===== src/rtl/flash_cmd_ctrl.sv =====
module flash_cmd_ctrl #(
  parameter int unsigned PAGE_LSB   = 13,
  parameter int unsigned PAGE_SEL_W = 5,
  parameter int unsigned PROG_LAT   = 4,
  parameter int unsigned ERASE_LAT  = 16,
  parameter logic [3:0]  UNLOCK_KEY = 4'h2,
  parameter logic [7:0]  ERASE_CODE = 8'h55
) (
  input  logic         clk,
  input  logic         rst_n,
  input  logic         bus_sel,
  input  logic         bus_wr,
  input  logic [4:0]   bus_addr,
  input  logic [31:0]  bus_wdata,
  output logic [31:0]  bus_rdata,
  output logic         arr_prog,
  output logic         arr_erase,
  output logic [31:0]  arr_addr,
  output logic [127:0] arr_wdata,
  output logic [3:0]   arr_wmask,
  output logic         irq
);

  localparam int unsigned SPAN = PAGE_LSB + PAGE_SEL_W;
  localparam int unsigned MAXL = (PROG_LAT > ERASE_LAT) ? PROG_LAT : ERASE_LAT;
  localparam int unsigned CW   = $clog2(MAXL + 1);

  logic [31:0]   tgt_addr;
  logic [31:0]   wd [4];
  logic [3:0]    unlock;
  logic [7:0]    ekey;
  logic          wide, prog_go, erase_go, busy;
  logic [CW-1:0] cnt;
  logic          done_f, fail_f, done_en, fail_en;

  wire [2:0] idx  = bus_addr[4:2];
  wire       wr   = bus_sel & bus_wr;

  wire       n_prog   = bus_wdata[0];
  wire       n_erase  = bus_wdata[1];
  wire       n_wide   = bus_wdata[4];
  wire [3:0] n_unlock = bus_wdata[11:8];
  wire [7:0] n_key    = bus_wdata[23:16];

  wire ctrl_wr  = wr && idx == 3'd5 && !busy;
  wire intr_wr  = wr && idx == 3'd6;
  wire in_range = (tgt_addr >> SPAN) == 32'd0;
  wire aligned  = n_wide ? (tgt_addr[3:0] == 4'd0) : (tgt_addr[1:0] == 2'd0);
  wire cmd_req  = ctrl_wr && (n_prog || n_erase);
  wire cmd_ok   = n_unlock == UNLOCK_KEY && in_range && (n_prog ^ n_erase) &&
                  (n_prog ? aligned : n_key == ERASE_CODE);
  wire start_p  = cmd_req && cmd_ok && n_prog;
  wire start_e  = cmd_req && cmd_ok && n_erase;
  wire cmd_fail = cmd_req && !cmd_ok;
  wire finish   = busy && cnt == '0;

  wire [127:0] narrow_data = {96'd0, wd[0]} << (32 * tgt_addr[3:2]);
  wire [3:0]   narrow_mask = 4'b0001 << tgt_addr[3:2];

  always_ff @(posedge clk or negedge rst_n) begin
    if (!rst_n) begin
      tgt_addr <= '0;
      for (int i = 0; i < 4; i++) wd[i] <= '0;
    end else if (wr) begin
      if (idx == 3'd0) tgt_addr <= bus_wdata;
      for (int i = 0; i < 4; i++)
        if (idx == 3'(i + 1)) wd[i] <= bus_wdata;
    end
  end

  always_ff @(posedge clk or negedge rst_n) begin
    if (!rst_n) begin
      unlock   <= '0;
      ekey     <= '0;
      wide     <= 1'b0;
      prog_go  <= 1'b0;
      erase_go <= 1'b0;
      busy     <= 1'b0;
      cnt      <= '0;
    end else if (ctrl_wr) begin
      unlock   <= cmd_fail ? 4'd0 : n_unlock;
      ekey     <= n_key;
      wide     <= n_wide;
      prog_go  <= start_p;
      erase_go <= start_e;
      busy     <= start_p | start_e;
      cnt      <= start_p ? CW'(PROG_LAT - 1) : CW'(ERASE_LAT - 1);
    end else if (finish) begin
      busy     <= 1'b0;
      prog_go  <= 1'b0;
      erase_go <= 1'b0;
      unlock   <= '0;
    end else if (busy) begin
      cnt <= cnt - 1'b1;
    end
  end

  always_ff @(posedge clk or negedge rst_n) begin
    if (!rst_n) begin
      arr_prog  <= 1'b0;
      arr_erase <= 1'b0;
      arr_addr  <= '0;
      arr_wdata <= '0;
      arr_wmask <= '0;
    end else begin
      arr_prog  <= start_p;
      arr_erase <= start_e;
      if (start_p) begin
        arr_addr  <= tgt_addr;
        arr_wdata <= n_wide ? {wd[3], wd[2], wd[1], wd[0]} : narrow_data;
        arr_wmask <= n_wide ? 4'hF : narrow_mask;
      end else if (start_e) begin
        arr_addr  <= (tgt_addr >> PAGE_LSB) << PAGE_LSB;
        arr_wmask <= '0;
      end
    end
  end

  always_ff @(posedge clk or negedge rst_n) begin
    if (!rst_n) begin
      done_f  <= 1'b0;
      fail_f  <= 1'b0;
      done_en <= 1'b0;
      fail_en <= 1'b0;
    end else begin
      done_f <= (done_f & ~(intr_wr & bus_wdata[0])) | finish;
      fail_f <= (fail_f & ~(intr_wr & bus_wdata[1])) | cmd_fail;
      if (intr_wr) begin
        done_en <= bus_wdata[8];
        fail_en <= bus_wdata[9];
      end
    end
  end

  assign irq = (done_f & done_en) | (fail_f & fail_en);

  always_comb begin
    case (idx)
      3'd0:    bus_rdata = tgt_addr;
      3'd1:    bus_rdata = wd[0];
      3'd2:    bus_rdata = wd[1];
      3'd3:    bus_rdata = wd[2];
      3'd4:    bus_rdata = wd[3];
      3'd5:    bus_rdata = {busy, 7'd0, ekey, 4'd0, unlock, 3'd0, wide, 2'd0, erase_go, prog_go};
      3'd6:    bus_rdata = {22'd0, fail_en, done_en, 6'd0, fail_f, done_f};
      default: bus_rdata = '0;
    endcase
  end

  p_one_strobe_r13: assert property (@(posedge clk) disable iff (!rst_n)
    !(arr_prog && arr_erase));
  p_strobe_busy_r5: assert property (@(posedge clk) disable iff (!rst_n)
    (arr_prog || arr_erase) |-> busy);
  p_erase_page_r7: assert property (@(posedge clk) disable iff (!rst_n)
    arr_erase |-> arr_addr[PAGE_LSB-1:0] == '0);
  p_in_range_r8: assert property (@(posedge clk) disable iff (!rst_n)
    (arr_prog || arr_erase) |-> (arr_addr >> SPAN) == 32'd0);
  p_wide_align_r4: assert property (@(posedge clk) disable iff (!rst_n)
    (arr_prog && arr_wmask == 4'hF) |-> arr_addr[3:0] == 4'd0);
  p_relock_r9: assert property (@(posedge clk) disable iff (!rst_n)
    $fell(busy) |-> (unlock == 4'd0 && done_f && !prog_go && !erase_go));
  p_irq_masked_r11: assert property (@(posedge clk) disable iff (!rst_n)
    (!done_en && !fail_en) |-> !irq);

endmodule


===== config.mk =====
export PLATFORM = sky130hd
export DESIGN_NAME = flash_cmd_ctrl
export DESIGN_NICKNAME = d
export VERILOG_FILES = /design/src/rtl/flash_cmd_ctrl.sv
export SDC_FILE = /design/constraint.sdc
export NUM_CORES = 1
export LEC_CHECK = 0
export ABC_AREA = 1
export BUFFER_PORTS_ARGS = -buffer_cell sky130_fd_sc_hd__buf_4
export CORE_ASPECT_RATIO = 1.1
export CORE_MARGIN = 4
export CORE_UTILIZATION = 32
export DETAILED_ROUTE_END_ITERATION = 10
export HOLD_SLACK_MARGIN = 0.06
export PLACE_DENSITY = 0.62
export SYNTH_ARGS = -nofsm -noshare
export SYNTH_HDL_FRONTEND = slang
export SYNTH_SLANG_ARGS = --single-unit

===== constraint.sdc =====
create_clock -name clk -period 1.7 [get_ports clk]
set_input_delay 0.17 -clock clk [delete_from_list [all_inputs] [get_ports clk]]
set_output_delay 0.17 -clock clk [all_outputs]
set_load 0.02 [all_outputs]

### Yosys cells after proc, flatten, opt, wreduce, memory -nomap -nowiden

Cells that the tools add are included.

* flip-flop bits (word level): 351

* eq/ne operators: 9
* bitwise operators: 14
* $add $sub $neg: 1
* muxes and demuxes: 20
* reduce and logical (&&, ||, !) cells: 29
* shift operators: 2

Operators with widths (count)
* 32-bit case mux with 7 select lines: 1
* 128-bit two-way mux: 1
* 32-bit by 7-bit << shifter with 128-bit output: 1
* 32-bit two-way mux: 2
* 32-bit logical NOT: 1
* 4-bit two-way mux: 7
* 5-bit two-way mux: 3
* 1-bit logical AND: 12
* 2-bit AND reduction: 6
* 3-bit == test (second input constant): 3
* 8-bit by 7-bit == test with 1-bit output (second input constant): 1
* 1-bit bitwise AND: 7
* 3-bit by 2-bit == test with 1-bit output (second input constant): 2
* 1-bit two-way mux: 6
* 2-bit nonzero test: 3
* 5-bit logical NOT: 1
* 5-bit by 1-bit subtractor with 5-bit output (second input constant): 1
* 4-bit by 2-bit == test with 1-bit output (second input constant): 1
* 4-bit logical NOT: 1
* 1-bit bitwise OR: 4
* 1-bit by 2-bit << shifter with 4-bit output (first input constant): 1
* 3-bit by 1-bit == test with 1-bit output (second input constant): 1
* 3-bit logical NOT: 1
* 1-bit logical NOT: 2
* 5 further kinds: 6

### Logic depth before layout (Yosys ltp)

* depth after elaboration: 8
* gate-level depth with buffers: 14

### Worst setup path after synthesis

No wires, ideal clock.

* path kind: in2reg
* start: input bus_wdata[1]
* end: register arr_wdata[64]
* required time: 1.581 ns
* stages on the path: 14
* path buffers: 3
* setup time: 0.119 ns
* arrival: 1.931 ns
* setup slack: -0.350 ns
* cells stage by stage: clkbuf_1 -> inv_1 -> ha_1 -> inv_1 -> nor2_1 -> nand2_1 -> nor2_1 -> nand3_1 -> nor2_4 -> nand3_2 -> buf_4 -> buf_6 -> nand2_1 -> nand2_1

* longest elaborated chain between the ends: 5
* elaborated cells between the ends (all ways): 7

RTL lines
* start, declared: RTL line 14 `input logic [31:0] bus_wdata,`
* 1-bit XOR: RTL line 50 `wire cmd_ok = n_unlock == UNLOCK_KEY && in_range && (n_prog ^ n_erase) &&`
* 1-bit logical AND (2 in a row): RTL line 50
* 1-bit logical AND * (2 in a row): RTL line 52 `wire start_p = cmd_req && cmd_ok && n_prog;`
* end signal, assigned: RTL line 110 `arr_wdata <= n_wide ? {wd[3], wd[2], wd[1], wd[0]} : narrow_data;`
* end, declared: RTL line 19 `output logic [127:0] arr_wdata,`

Every way passes the cells marked *; elsewhere a longest branch is shown, timed or not.
A chain may end at the register's enable or synchronous reset.

### Worst setup path after layout

* start: register tgt_addr[3]
* end: register arr_wdata[13]

* longest elaborated chain between the ends: 6
* elaborated cells between the ends (all ways): 8

RTL lines
* start, declared: RTL line 28 `logic [31:0] tgt_addr;`
* start signal, assigned: RTL line 65 `if (idx == 3'd0) tgt_addr <= bus_wdata;`
* parallel branches: the longest is 6 deep, another holds 32-bit by 7-bit << shifter with 128-bit output

Several ways; the timed one is not identified.

==> metrics.txt <==
I/O pin total=240; Synth Register Bits=351; Core ar.=51300 um^2; post-route setup slack=-0.261 ns; syn nets=2075; final hold vios=0; final wirelength=65300 um; most instantiated cells after synthesis=nand2_1 (604), dfrtp_1 (351), o21ai_0 (304); worst path cell trace=o21ai_2, nand2_2, nand2_2, nand2_2, buf_4, nor2_4, buf_4, buf_6, buf_16, nand4_1, nand2_1; Clock Skews=0.0310 ns; PwrDens=1000 nW/um^2; die width=225 um; top-count cell post-synth=nand2_1; post-route antenna net violation count=0; DR WL/cell=20.6 um; latest clock arrival within the worst-skew pair=0.54 ns; CP max-delay cell=dfrtp_2; Max Cap Viol=0; Synth area leader=dfrtp_1; H-tree Lvls=2; Post-Syn Instances=2031; clk root buf=clkbuf_16; Synth warnings=0; quantity of I/O buffers inserted on ports=237; setup TNS=-31.89 ns; die height=247 um; dpl hpwl=44800 um; Slew @ Worst Pin=0.650 ns; final worst path period need=1.96 ns; Pre-antenna DRT Iters=5; largest stage delay on the critical path=0.45 ns; CP Capture Type=flip-flop; Worst setup SP type=flip-flop; Yosys cell types=31; CTS Buf Count=38; top cells by area, synth=dfrtp_1 (53%), nand2_1 (14%), o21ai_0 (9.2%), nand4_1 (8.3%), inv_1 (3.6%); fin. max-slew vios=0; Crit path top cell by count=nand2_2; Rows=87; DR DRC count=0; Avg Inst Size Synth=8.16 um^2; Reg clk slew, reported paths=0.06 ns; pin count of the biggest net entering global routing=85; Post-synth EDFFs=0; final setup fails=196; top_reg_cell synth=dfrtp_1; Max Freq=510 MHz; Hold Path Class=input port to flip-flop; RSZ-0062 raised after global routing=true; fraction of layout cells with a size suffix above 1=0.342; Ant. Diodes=0; status=finished, violations left; hold_ws=0.0785 ns; sequential area share after synthesis=0.530; Area Overhead vs Synth=46.9%; Initial DRC Count=1584; worst-case clock buffer depth=3; Netlist Area Pre-Place=16600 um^2; GRT Overall Usage=0.224; TritonCTS clock tree=done; routed vias/inst=5.33; placed cell areas=20100 um^2; # nets final=2522; WP data arrival=2.40 ns; violated checks=setup timing; critical path required time=2.14 ns; top fanout value on the critical path=10; Die Footprint=55500 um^2; Post-synth ARST share=1.00; fin cells=3172; ratio of final minimum period to clock period=1.15; leakage power=0.0121 uW; share of the synthesized area in the top cell type=0.530; Post-Place Cells=2931; Finished Cell Area=24400 um^2; kind of critical path=flip-flop to flip-flop; antenna violations before repair=0; VDD IR max=687 uV; via count=16900; grt ovf=0; first-pass GRT wire length=97600 um; number of global-route vias before repair=15900; GP Congestion=0.913; relative slew slack=0.567; Starting Density=0.323; Clock Sinks=351
## cells by family after synthesis
| kind of cell | synth area share |
|---|---|
| compound gates | 0.136 |
| xor+xnor | 0.00159 |
| fa+ha+maj | 0.00226 |
| buf+inv | 0.0823 |
| flops | 0.530 |
| simple gates | 0.248 |
## power by group
part	total (uW)	switching [uW]	internal, uW
clock network	8360	3420	4940
logic	5950	3380	2570
registers	10100	841	9250
## cell usage in the layout (no fill, tap or decap), types with 9 or more instances in the layout
cell	instances
nand2_1	557
buf_4	439
dfrtp_1	334
o21ai_0	294
nand4_1	219
inv_1	103
inv_2	62
buf_6	45
clkbuf_16	41
nand2_2	39
nand3_1	37
buf_12	35
nor2_1	30
dlygate4sd3_1	26
a21oi_2	18
dfrtp_2	17
o22ai_2	16
nor2_4	15
nor2_2	13
buf_16	12
a221oi_2	10
o21ai_2	9
## flip-flops by register name, summed over array words and instances (netlist names), 4 cells and up
register   count
arr_wdata    128
wd           128
arr_addr      32
tgt_addr      32
ekey           8
cnt            5
arr_wmask      4
unlock         4
## final timing paths
kind	start	end	slack, ns	cells past startpoint
worst max register to register	tgt_addr[3]$_DFFE_PN0P_	arr_wdata[13]$_DFFE_PN0N_	-0.26	11
worst max-delay path	tgt_addr[3]$_DFFE_PN0P_	arr_wdata[13]$_DFFE_PN0N_	-0.26	11
worst min-delay path	bus_wdata[23]	wd[87]$_DFFE_PN0P_	0.08	4
min in group asynchronous	rst_n	wd[44]$_DFFE_PN0P_	0.12	2
max in group asynchronous	rst_n	wd[16]$_DFFE_PN0P_	0.82	3
worst min register to register	arr_wdata[97]$_DFFE_PN0N_	arr_wdata[97]$_DFFE_PN0N_	0.47	2
## per-stage QoR
step | setup WS, ns | power, uW | util
after CTS | -0.227 | 23900 | 0.460
after detailed placement | -0.377 | 14300 | 0.392
final | -0.261 | 24400 | 0.475
after floorplan | -0.0372 | 12100 | -
after global routing | -0.325 | 25400 | 0.475
after global placement | -0.372 | 14200 | 0.392
## per-layer routing
metal	global-route usage	vias up	wire length, um
met3	0.0413	103	5140
met1	0.328	8241	29200
met2	0.341	747	29100
met5	0	-	0
met4	0.0615	0	1840
li1	-	7814	-
## timing repair
action	CTS	global route
resized for setup	240	143
cloned	14	3
pin swaps	56	57
hold endpoints to repair	459	0
endpoints found under the setup margin	199	211
setup buffers	104	37
hold buffers	26	0
## area by class of cell
cell class	count	area, um^2
Multi-Input combinational cell	1345	7430
Fill cell	4754	26900
Tap cell	667	835
Inverter	174	701
Clock buffer	54	1090
Sequential cell	351	8800
Timing Repair Buffer	568	5340
Clock inverter	13	160
## worst max-delay path: cells and delay by family, from the launching register on
kind,cells,cell delay [ns]
simple gates,6,0.70
buf+inv,4,0.54
flops,1,0.45
compound gates,1,0.19
(Power assumes the default switching activity.)
